File: config.mk
export PLATFORM = sky130hd
export DESIGN_NAME = i2c_wr_master
export DESIGN_NICKNAME = d
export VERILOG_FILES = /design/src/rtl/i2cw_pkg.sv /design/src/rtl/i2cw_tick.sv /design/src/rtl/i2cw_regs.sv /design/src/rtl/i2cw_fsm.sv /design/src/rtl/i2c_wr_master.sv
export SDC_FILE = /design/constraint.sdc
export NUM_CORES = 1
export LEC_CHECK = 0
export BUFFER_PORTS_ARGS = -buffer_cell sky130_fd_sc_hd__buf_2
export CAP_MARGIN = 20
export CORE_AREA = 2 2 80 82
export DETAILED_ROUTE_END_ITERATION = 7
export DIE_AREA = 0 0 82 84
export MAX_ROUTING_LAYER = met4
export PLACE_DENSITY = 0.6
export SLEW_MARGIN = 20
export SYNTH_ARGS = -nofsm -noshare
export SYNTH_HDL_FRONTEND = slang
export SYNTH_HIERARCHICAL = 1
export SYNTH_SLANG_ARGS = --single-unit
File: constraint.sdc
create_clock -name clk -period 4.4 [get_ports clk]
set_clock_uncertainty 0.2 [all_clocks]
set_input_delay 0.88 -clock clk [delete_from_list [all_inputs] [get_ports clk]]
set_output_delay 0.88 -clock clk [all_outputs]
set_load 0.01 [all_outputs]
File: src/rtl/i2cw_pkg.sv
package i2cw_pkg;

  typedef enum logic [3:0] {
    PH_IDLE,   // both lines released
    PH_START,  // SDA low, SCL high
    PH_BLO,    // data bit, SCL low
    PH_BHI,    // data bit, SCL high
    PH_ALO,    // acknowledge slot, SCL low
    PH_AHI,    // acknowledge slot, SCL high
    PH_WAIT,   // parked between bytes, SCL low, SDA low
    PH_RLO,    // repeated start prep, SDA released, SCL low
    PH_RHI,    // repeated start prep, both released
    PH_PHI,    // stop: SCL high, SDA low
    PH_PEND    // stop: both released
  } phase_e;

  localparam int CB_START = 0;
  localparam int CB_STOP  = 1;
  localparam int CB_IEN   = 2;

  function automatic logic scl_pull(input phase_e p);
    case (p)
      PH_BLO, PH_ALO, PH_WAIT, PH_RLO: return 1'b1;
      default:                         return 1'b0;
    endcase
  endfunction

  function automatic logic sda_pull(input phase_e p, input logic msb);
    case (p)
      PH_START, PH_WAIT, PH_PHI: return 1'b1;
      PH_BLO, PH_BHI:            return ~msb;
      default:                   return 1'b0;
    endcase
  endfunction

  function automatic logic in_transfer(input phase_e p);
    return !(p == PH_IDLE || p == PH_PHI || p == PH_PEND);
  endfunction

endpackage

File: src/rtl/i2cw_tick.sv
module i2cw_tick #(
  parameter int DIV_W = 8
) (
  input  logic             clk,
  input  logic             rst_n,
  input  logic [DIV_W-1:0] div,
  output logic             tick
);
  localparam logic [DIV_W-1:0] MIN_LEN = DIV_W'(2);

  function automatic logic [DIV_W-1:0] phase_len(input logic [DIV_W-1:0] d);
    return (d < MIN_LEN) ? MIN_LEN : d;
  endfunction

  logic [DIV_W-1:0] cnt;

  assign tick = (cnt >= phase_len(div) - DIV_W'(1));

  always_ff @(posedge clk or negedge rst_n) begin
    if (!rst_n)    cnt <= '0;
    else if (tick) cnt <= '0;
    else           cnt <= cnt + DIV_W'(1);
  end
endmodule

File: src/rtl/i2cw_regs.sv
module i2cw_regs
  import i2cw_pkg::*;
(
  input  logic       clk,
  input  logic       rst_n,
  input  logic       wr_en,
  input  logic       wr_ctl,
  input  logic [7:0] wr_data,
  input  logic       ev_load,
  input  logic       ev_ack_ok,
  input  logic       ev_nack,
  input  logic       ev_start,
  input  logic       ev_restart,
  input  logic       ev_stop_done,
  input  logic       xfer,
  output logic [7:0] data_q,
  output logic       tdre,
  output logic       start_q,
  output logic       stop_q,
  output logic       ack,
  output logic       ackv,
  output logic       ncki,
  output logic       irq
);
  logic ien;
  logic dat_wr, ctl_wr;

  assign dat_wr = wr_en && !wr_ctl;
  assign ctl_wr = wr_en && wr_ctl;
  assign irq    = ien && (ncki || (tdre && xfer));

  always_ff @(posedge clk or negedge rst_n) begin
    if (!rst_n) begin
      data_q  <= '0;
      tdre    <= 1'b1;
      start_q <= 1'b0;
      stop_q  <= 1'b0;
      ien     <= 1'b0;
      ack     <= 1'b0;
      ackv    <= 1'b0;
      ncki    <= 1'b0;
    end else begin
      if (dat_wr) data_q <= wr_data;

      if (dat_wr)                      tdre <= 1'b0;
      else if (ev_load)                tdre <= 1'b1;
      else if (ev_stop_done && ncki)   tdre <= 1'b1;

      if (ctl_wr && wr_data[CB_START]) start_q <= 1'b1;
      else if (ev_start)               start_q <= 1'b0;

      if (ctl_wr && wr_data[CB_STOP])  stop_q <= 1'b1;
      else if (ev_stop_done)           stop_q <= 1'b0;

      if (ctl_wr) ien <= wr_data[CB_IEN];

      if (ev_load) begin
        ack  <= 1'b0;
        ackv <= 1'b0;
      end else if (ev_ack_ok) begin
        ack  <= 1'b1;
        ackv <= 1'b1;
      end else if (ev_nack) begin
        ack  <= 1'b0;
        ackv <= 1'b1;
      end

      if (ev_nack)                          ncki <= 1'b1;
      else if (ev_stop_done || ev_restart)  ncki <= 1'b0;
    end
  end
endmodule

File: src/rtl/i2cw_fsm.sv
module i2cw_fsm
  import i2cw_pkg::*;
(
  input  logic       clk,
  input  logic       rst_n,
  input  logic       tick,
  input  logic [7:0] data_q,
  input  logic       tdre,
  input  logic       start_q,
  input  logic       stop_q,
  input  logic       ncki,
  input  logic       sda_i,
  output logic       ev_load,
  output logic       ev_ack_ok,
  output logic       ev_nack,
  output logic       ev_start,
  output logic       ev_restart,
  output logic       ev_stop_done,
  output logic       xfer,
  output logic       busy,
  output logic       hi_phase,
  output logic       scl_oe,
  output logic       sda_oe
);
  phase_e     ph, ph_n;
  logic [7:0] shreg;
  logic [2:0] bitc;
  logic       last_bit;

  assign last_bit = (bitc == 3'd7);
  assign scl_oe   = scl_pull(ph);
  assign xfer     = in_transfer(ph);
  assign busy     = (ph != PH_IDLE);
  assign hi_phase = (ph == PH_BHI) || (ph == PH_AHI);

  always_comb begin
    ph_n         = ph;
    ev_load      = 1'b0;
    ev_ack_ok    = 1'b0;
    ev_nack      = 1'b0;
    ev_start     = 1'b0;
    ev_restart   = 1'b0;
    ev_stop_done = 1'b0;
    if (tick) begin
      case (ph)
        PH_IDLE: begin
          if (start_q && !tdre) begin
            ph_n     = PH_START;
            ev_start = 1'b1;
          end else if (stop_q) begin
            ev_stop_done = 1'b1;
          end
        end
        PH_START: begin
          ph_n    = PH_BLO;
          ev_load = 1'b1;
        end
        PH_BLO: ph_n = PH_BHI;
        PH_BHI: ph_n = last_bit ? PH_ALO : PH_BLO;
        PH_ALO: ph_n = PH_AHI;
        PH_AHI: begin
          ph_n = PH_WAIT;
          if (!sda_i) ev_ack_ok = 1'b1;
          else        ev_nack   = 1'b1;
        end
        PH_WAIT: begin
          if (start_q && !tdre) begin
            ph_n       = PH_RLO;
            ev_restart = 1'b1;
          end else if (ncki) begin
            if (stop_q) ph_n = PH_PHI;
          end else if (!tdre) begin
            ph_n    = PH_BLO;
            ev_load = 1'b1;
          end else if (stop_q) begin
            ph_n = PH_PHI;
          end
        end
        PH_RLO: ph_n = PH_RHI;
        PH_RHI: begin
          ph_n     = PH_START;
          ev_start = 1'b1;
        end
        PH_PHI: ph_n = PH_PEND;
        PH_PEND: begin
          ph_n         = PH_IDLE;
          ev_stop_done = 1'b1;
        end
        default: ph_n = PH_IDLE;
      endcase
    end
  end

  always_ff @(posedge clk or negedge rst_n) begin
    if (!rst_n) begin
      ph     <= PH_IDLE;
      shreg  <= '0;
      bitc   <= '0;
      sda_oe <= 1'b0;
    end else begin
      ph     <= ph_n;
      // SDA follows the phase one clock late, so it moves only after SCL fell
      sda_oe <= sda_pull(ph, shreg[7]);
      if (ev_load) begin
        shreg <= data_q;
        bitc  <= '0;
      end else if (tick && ph == PH_BHI && !last_bit) begin
        shreg <= {shreg[6:0], 1'b0};
        bitc  <= bitc + 3'd1;
      end
    end
  end
endmodule

File: src/rtl/i2c_wr_master.sv
module i2c_wr_master #(
  parameter int DIV_W = 8
) (
  input  logic             clk,
  input  logic             rst_n,
  input  logic [DIV_W-1:0] clk_div,
  input  logic             wr_en,
  input  logic             wr_ctl,
  input  logic [7:0]       wr_data,
  output logic             st_tdre,
  output logic             st_ack,
  output logic             st_ackv,
  output logic             st_nack,
  output logic             st_start,
  output logic             st_stop,
  output logic             st_busy,
  output logic             irq,
  output logic             scl_oe,
  output logic             sda_oe,
  input  logic             sda_i
);
  logic       tick;
  logic [7:0] data_q;
  logic       ev_load, ev_ack_ok, ev_nack, ev_start, ev_restart, ev_stop_done;
  logic       xfer, hi_phase;

  i2cw_tick #(.DIV_W(DIV_W)) u_tick (
    .clk (clk),
    .rst_n (rst_n),
    .div (clk_div),
    .tick (tick)
  );

  i2cw_regs u_regs (
    .clk (clk),
    .rst_n (rst_n),
    .wr_en (wr_en),
    .wr_ctl (wr_ctl),
    .wr_data (wr_data),
    .ev_load (ev_load),
    .ev_ack_ok (ev_ack_ok),
    .ev_nack (ev_nack),
    .ev_start (ev_start),
    .ev_restart (ev_restart),
    .ev_stop_done (ev_stop_done),
    .xfer (xfer),
    .data_q (data_q),
    .tdre (st_tdre),
    .start_q (st_start),
    .stop_q (st_stop),
    .ack (st_ack),
    .ackv (st_ackv),
    .ncki (st_nack),
    .irq (irq)
  );

  i2cw_fsm u_fsm (
    .clk (clk),
    .rst_n (rst_n),
    .tick (tick),
    .data_q (data_q),
    .tdre (st_tdre),
    .start_q (st_start),
    .stop_q (st_stop),
    .ncki (st_nack),
    .sda_i (sda_i),
    .ev_load (ev_load),
    .ev_ack_ok (ev_ack_ok),
    .ev_nack (ev_nack),
    .ev_start (ev_start),
    .ev_restart (ev_restart),
    .ev_stop_done (ev_stop_done),
    .xfer (xfer),
    .busy (st_busy),
    .hi_phase (hi_phase),
    .scl_oe (scl_oe),
    .sda_oe (sda_oe)
  );
endmodule

# == After elaboration in Yosys (flattened, before gate mapping) ==
# Index checks and enable logic that the tools add are counted.
# totals
reg_bits,39
latchBits,0
mem_bits_rw,0
romBits,0
out_inout_bits,10
n_memories,0
# classes
addsub,3
mul,0
n_div,0
magnitude_cmp,2
eq_ne,12
n_shift,0
mux,50
bitwise,1
reduce_logical,30
# ops
op,count
$pmux 4 s10,1
$mux 1,33
$mux 8,4
$mux 4,5
$eq 4x3->1 const B,4
$eq 4x4->1 const B,3
$logic_and 1x1->1,10
$mux 3,3
$add 8x1->8 const B,1
$eq 4x2->1 const B,2
$ge 8x8->1,1
$lt 8x2->1 const B,1
$pmux 1 s2,4
$reduce_bool 2->1,4
$sub 8x1->8 const B,1
$reduce_bool 3->1,2
$eq 4x1->1 const B,1
$logic_not 1->1,4
$logic_not 4->1,1
$logic_or 1x1->1,4
$reduce_bool 4->1,1
$reduce_or 4->1,1
$add 3x1->3 const B,1
$eq 3x3->1 const B,1
other kinds (5),5

# == Longest topological paths before layout ==
# logic_depth
word_depth,9
ltp_mapped,16

# == Cells and area by module ==
# The synthesis kept the hierarchy.
# by_module_without_submodules
mod,n_inst,cells_each,area_each_um2,seq_area_each_um2
i2cw_fsm,1,119,1061.0,400.4
i2cw_tick,1,75,681.9,200.2
i2cw_regs,1,44,621.8,376.6

# == Worst setup path before layout ==
# No wires, ideal clock.
# synth_path
path_kind,input to register
start,input clk_div[7]
end,register u_fsm.shreg[5]
setup_ps,121
arrival_time_ps,4053
t_required_ps,4079
path_slack_ps,26
path_stages,16
path_buffers,2
cell_sequence,nor4_1 nand2_1 o21ai_0 ha_1 nand3_1 xor2_1 ha_1 nand2_1 o21ai_1 a21o_1 buf_2 nand2_1 nor4b_2 buf_2 mux2i_1 o21ai_1
# synth_between
elab_chain_len,7
elab_cells_between_ends,9
# synth_rtl
item,line,text
from (decl),i2c_wr_master.sv:6,"input logic [DIV_W-1:0] clk_div,"
$lt 8x2->1,i2cw_tick.sv:12,return (d < MIN_LEN) ? MIN_LEN : d;
$mux 8 *,i2cw_tick.sv:12,
$sub 8x1->8 *,i2cw_tick.sv:17,assign tick = (cnt >= phase_len(div) - DIV_W'(1));
$ge 8x8->1 *,i2cw_tick.sv:17,
via tick,i2c_wr_master.sv:22,logic tick;
$logic_and 1x1->1 (2 in series),i2cw_fsm.sv:107,end else if (tick && ph == PH_BHI && !last_bit) begin
$reduce_bool 2->1 (no line),-,
to (signal assigned),i2cw_fsm.sv:105,shreg <= data_q;
to (signal assigned),i2cw_fsm.sv:108,"shreg <= {shreg[6:0], 1'b0};"
to (decl),i2cw_fsm.sv:26,logic [7:0] shreg;
# Mark *: on every way through the listed nets, which the timed path passes. The rest lies on a longest branch.
# A chain may end at the register's enable or synchronous reset.

# == Worst setup path in the final report ==
# layout_path
start,input clk_div[6]
end,register u_fsm.shreg[3]
# Same word-level chain as after synthesis.

==> flow_summary_export.csv <==
group,metric,value,unit
status,status,"finished clean",
synth,ys_warn_count,6,
timing,min_period,3.98,ns
floorplan,fp-row-count,29,
floorplan,die-area,6890,um^2
timing,max_freq,252,MHz
power,power_density,531,nW/um^2
detailed_routing,drc,0,
cells_and_area,antenna_cells,0,
setup_path,slowest_stage,"nor4_1",
detailed_routing,drt-pass1-iter-count,4,
timing,max_slew_margin,41.9,%
timing,timing.hold.ws,0.311,ns
floorplan,core-area,6100,um^2
clock_network,cts_buffers,5,
detailed_routing,ant_nets,0,
cells_and_area,area_delta_synth_final,13.2,%
clock_network,h-tree-depth,2,
timing,final-hold-violation-count,0,
setup_path,worst-path-buf-inv,2,
clock_network,ctsHoldBuffers,0,
placement,place_ws,0.135,ns
clock_network,cts_max_path_buffers,2,
cells_and_area,drive_gt1_share,22.4,%
placement,gp_congestion,0.862,
timing,setup_viol,0,
setup_path,cp.arrival,3.94,ns
setup_path,critical_path.max_stage_delay,0.39,ns
detailed_routing,wl,4980,um
worst_hold_path,hp-class,"flip-flop to flip-flop",
cells_and_area,fill_cells,614,
synth,avgSynthCellArea,9.95,um^2
setup_path,cp_cell_sequence,"buf_2 > nor4_1 > nand2_1 > o21ai_0 > ha_1 > nand3_1 > xor2_1 > ha_1 > nand2_1 > nor3_2 > a21o_1 > buf_4 > nor2b_1 > a21oi_2 > a221o_1",
power,pwr-share-comb,39.9,%
setup_path,critical_path_required,4.36,ns
timing,post-route-period-util,90.4,%
power,p_sw_share,40.7,%
setup_path,ff2ff_path_depth,8,
setup_path,rrSetupSlack,1.74,ns
detailed_routing,wl_per_cell,14.3,um
power,p_int,840,uW
clock_network,clock_sinks,39,
global_route,grt_first_pass_wirelength,8790,um
synth,syn_area,2360,um^2
floorplan,start_util,38.7,%
timing,fin_tns_setup,0,ns
global_route,antenna_found_initial,0,
power,peakVddDrop,0.219,mV
run,drv_cap,0,
power,seqPwrFrac,43.7,%
power,p_leak,0.00123,uW
clock_network,cts-root-buf,"clkbuf_8",
setup_path,startpoint,"clk_div[6]",
setup_path,worst_setup_path_end_kind,"flip-flop",
timing,setup_slack,0.424,ns
setup_path,crit_path_start_kind,"input pin",
clock_network,clk_latency,0.29,ns
floorplan,io_pins,31,
detailed_routing,viasPerCell,5.38,
detailed_routing,num_vias,1877,
timing,rsz0062_at_grt,"false",
setup_path,path_depth,15,
placement,post-dp-hpwl,3580,um
setup_path,rr_startpoint,"u_tick/cnt[2]$_DFF_PN0_",
setup_path,cp_max_fo,9,
global_route,grt_pass1_vias,1858,
detailed_routing,drt_iter0_drc,81,
power,clockPowerShare,16.4,%
cells_and_area,final_util,43.8,%
setup_path,path_class,"input pin to flip-flop",
setup_path,cp-endpoint,"u_fsm/shreg[3]$_DFFE_PN0P_",
global_route,gr-total-overflow,0,
timing,drv_slew,0,
global_route,grt_max_degree,40,
worst_hold_path,hold_depth,1,
synth,syn-num-nets,270,
clock_network,cts_tree,"yes",
setup_path,critPathTopFamily,"simple AND/OR/NAND/NOR gates",
placement,io_buffers,30,
clock_network,cts_resized,0,
clock_network,postCtsSetupRepairBufs,0,
power,p_switching,576,uW
setup_path,r2r_end,"u_fsm/shreg[3]$_DFFE_PN0P_",
floorplan,die_h,84,um
clock_network,cts.clk_slew.worst_paths,0.07,ns
cells_and_area,finalNetCount,304,
timing,worst_pin_slew,0.872,ns
global_route,grt_usage,16.7,%
floorplan,die-width,82,um
synth,syn_inst,237,
-- power groups by stage --
stage          Sequential [uW]  Clock [uW]  Combinational (uW)
3_3_place_gp               620           0                 554
3_5_place_dp               622           0                 565
5_1_grt                    641         260                 649
6_report                   618         233                 565
4_1_cts                    616         244                 569
2_1_floorplan              557           0                 449
-- area by class of cell --
type | instances | area, um^2 | share of cell area (%)
Clock buffer | 8 | 80.1 | 3.00
Inverter | 10 | 37.5 | 1.41
Multi-Input combinational cell | 179 | 1280 | 48.0
Sequential cell | 39 | 977 | 36.6
Tap cell | 77 | 96.3 | 3.61
Timing Repair Buffer | 36 | 195 | 7.32
-- through the flow --
step	instance area, um^2	total power, uW	instances
after floorplan	2360	1010	237
after global placement	2590	1170	341
after detailed placement	2590	1190	341
after CTS	2670	1430	349
after global routing	2670	1550	349
final	2670	1420	349
-- worst register-to-register path, stage by stage, from the launching register on --
cell and delay [ns]:
dfrtp_1 0.46, ha_1 0.34, a211oi_1 0.24, o21ai_1 0.13
a21o_1 0.21, buf_4 0.17, nor2b_1 0.20, and2_4 0.24
a221o_1 0.36
-- placed cells by master (no fill, tap or decap), types with 2 or more instances in the layout --
| cell | count |
|---|---|
| nand2_1 | 15 |
| a221o_1 | 6 |
| ha_1 | 12 |
| buf_4 | 6 |
| nor2b_1 | 4 |
| a221oi_1 | 2 |
| o21ai_1 | 3 |
| and2b_1 | 2 |
| a211oi_1 | 9 |
| nand2b_1 | 6 |
| xnor2_1 | 3 |
| nor2_1 | 21 |
| nand3_1 | 13 |
| xor2_1 | 5 |
| or3_1 | 4 |
| buf_2 | 30 |
| clkbuf_1 | 3 |
| dfrtp_1 | 38 |
| and2_1 | 6 |
| inv_1 | 9 |
| nor3_1 | 3 |
| a21oi_1 | 11 |
| mux2_4 | 8 |
| o22ai_1 | 3 |
| mux2i_1 | 4 |
| a21o_1 | 4 |
| o21ai_0 | 14 |
| clkbuf_8 | 5 |
-- metal layers --
layer  GRT usage (%)  wire length (um)  vias up
met5               -                 0        -
met4            4.24                38        0
met3            4.11               197        4
met2            22.5              2300       33
met1            25.0              2440      913
li1                -                 -      927
-- how the worst min path moves through the flow --
stage,start,end
3_5_place_dp,u_fsm/shreg[1]$_DFFE_PN0P_,u_fsm/shreg[1]$_DFFE_PN0P_
4_1_cts,u_fsm/shreg[1]$_DFFE_PN0P_,u_fsm/shreg[1]$_DFFE_PN0P_
2_1_floorplan,u_regs/data_q[0]$_DFFE_PN0P_,u_fsm/shreg[0]$_DFFE_PN0P_
3_3_place_gp,u_regs/ackv$_DFFE_PN0P_,u_regs/ackv$_DFFE_PN0P_
5_1_grt,u_fsm/shreg[6]$_DFFE_PN0P_,u_fsm/shreg[6]$_DFFE_PN0P_
6_report,u_fsm/shreg[1]$_DFFE_PN0P_,u_fsm/shreg[1]$_DFFE_PN0P_
-- flip-flops by register name, summed over array words and instances (netlist names) --
signal          flops
u_regs/tdre         1
u_regs/ack          1
u_regs/start_q      1
u_regs/stop_q       1
u_tick/cnt          8
u_regs/ien          1
u_fsm/shreg         8
u_fsm/ph            4
u_regs/data_q       8
u_fsm/sda_oe        1
u_fsm/bitc          3
u_regs/ncki         1
u_regs/ackv         1
No activity file was read; power rests on OpenSTA's default activity.
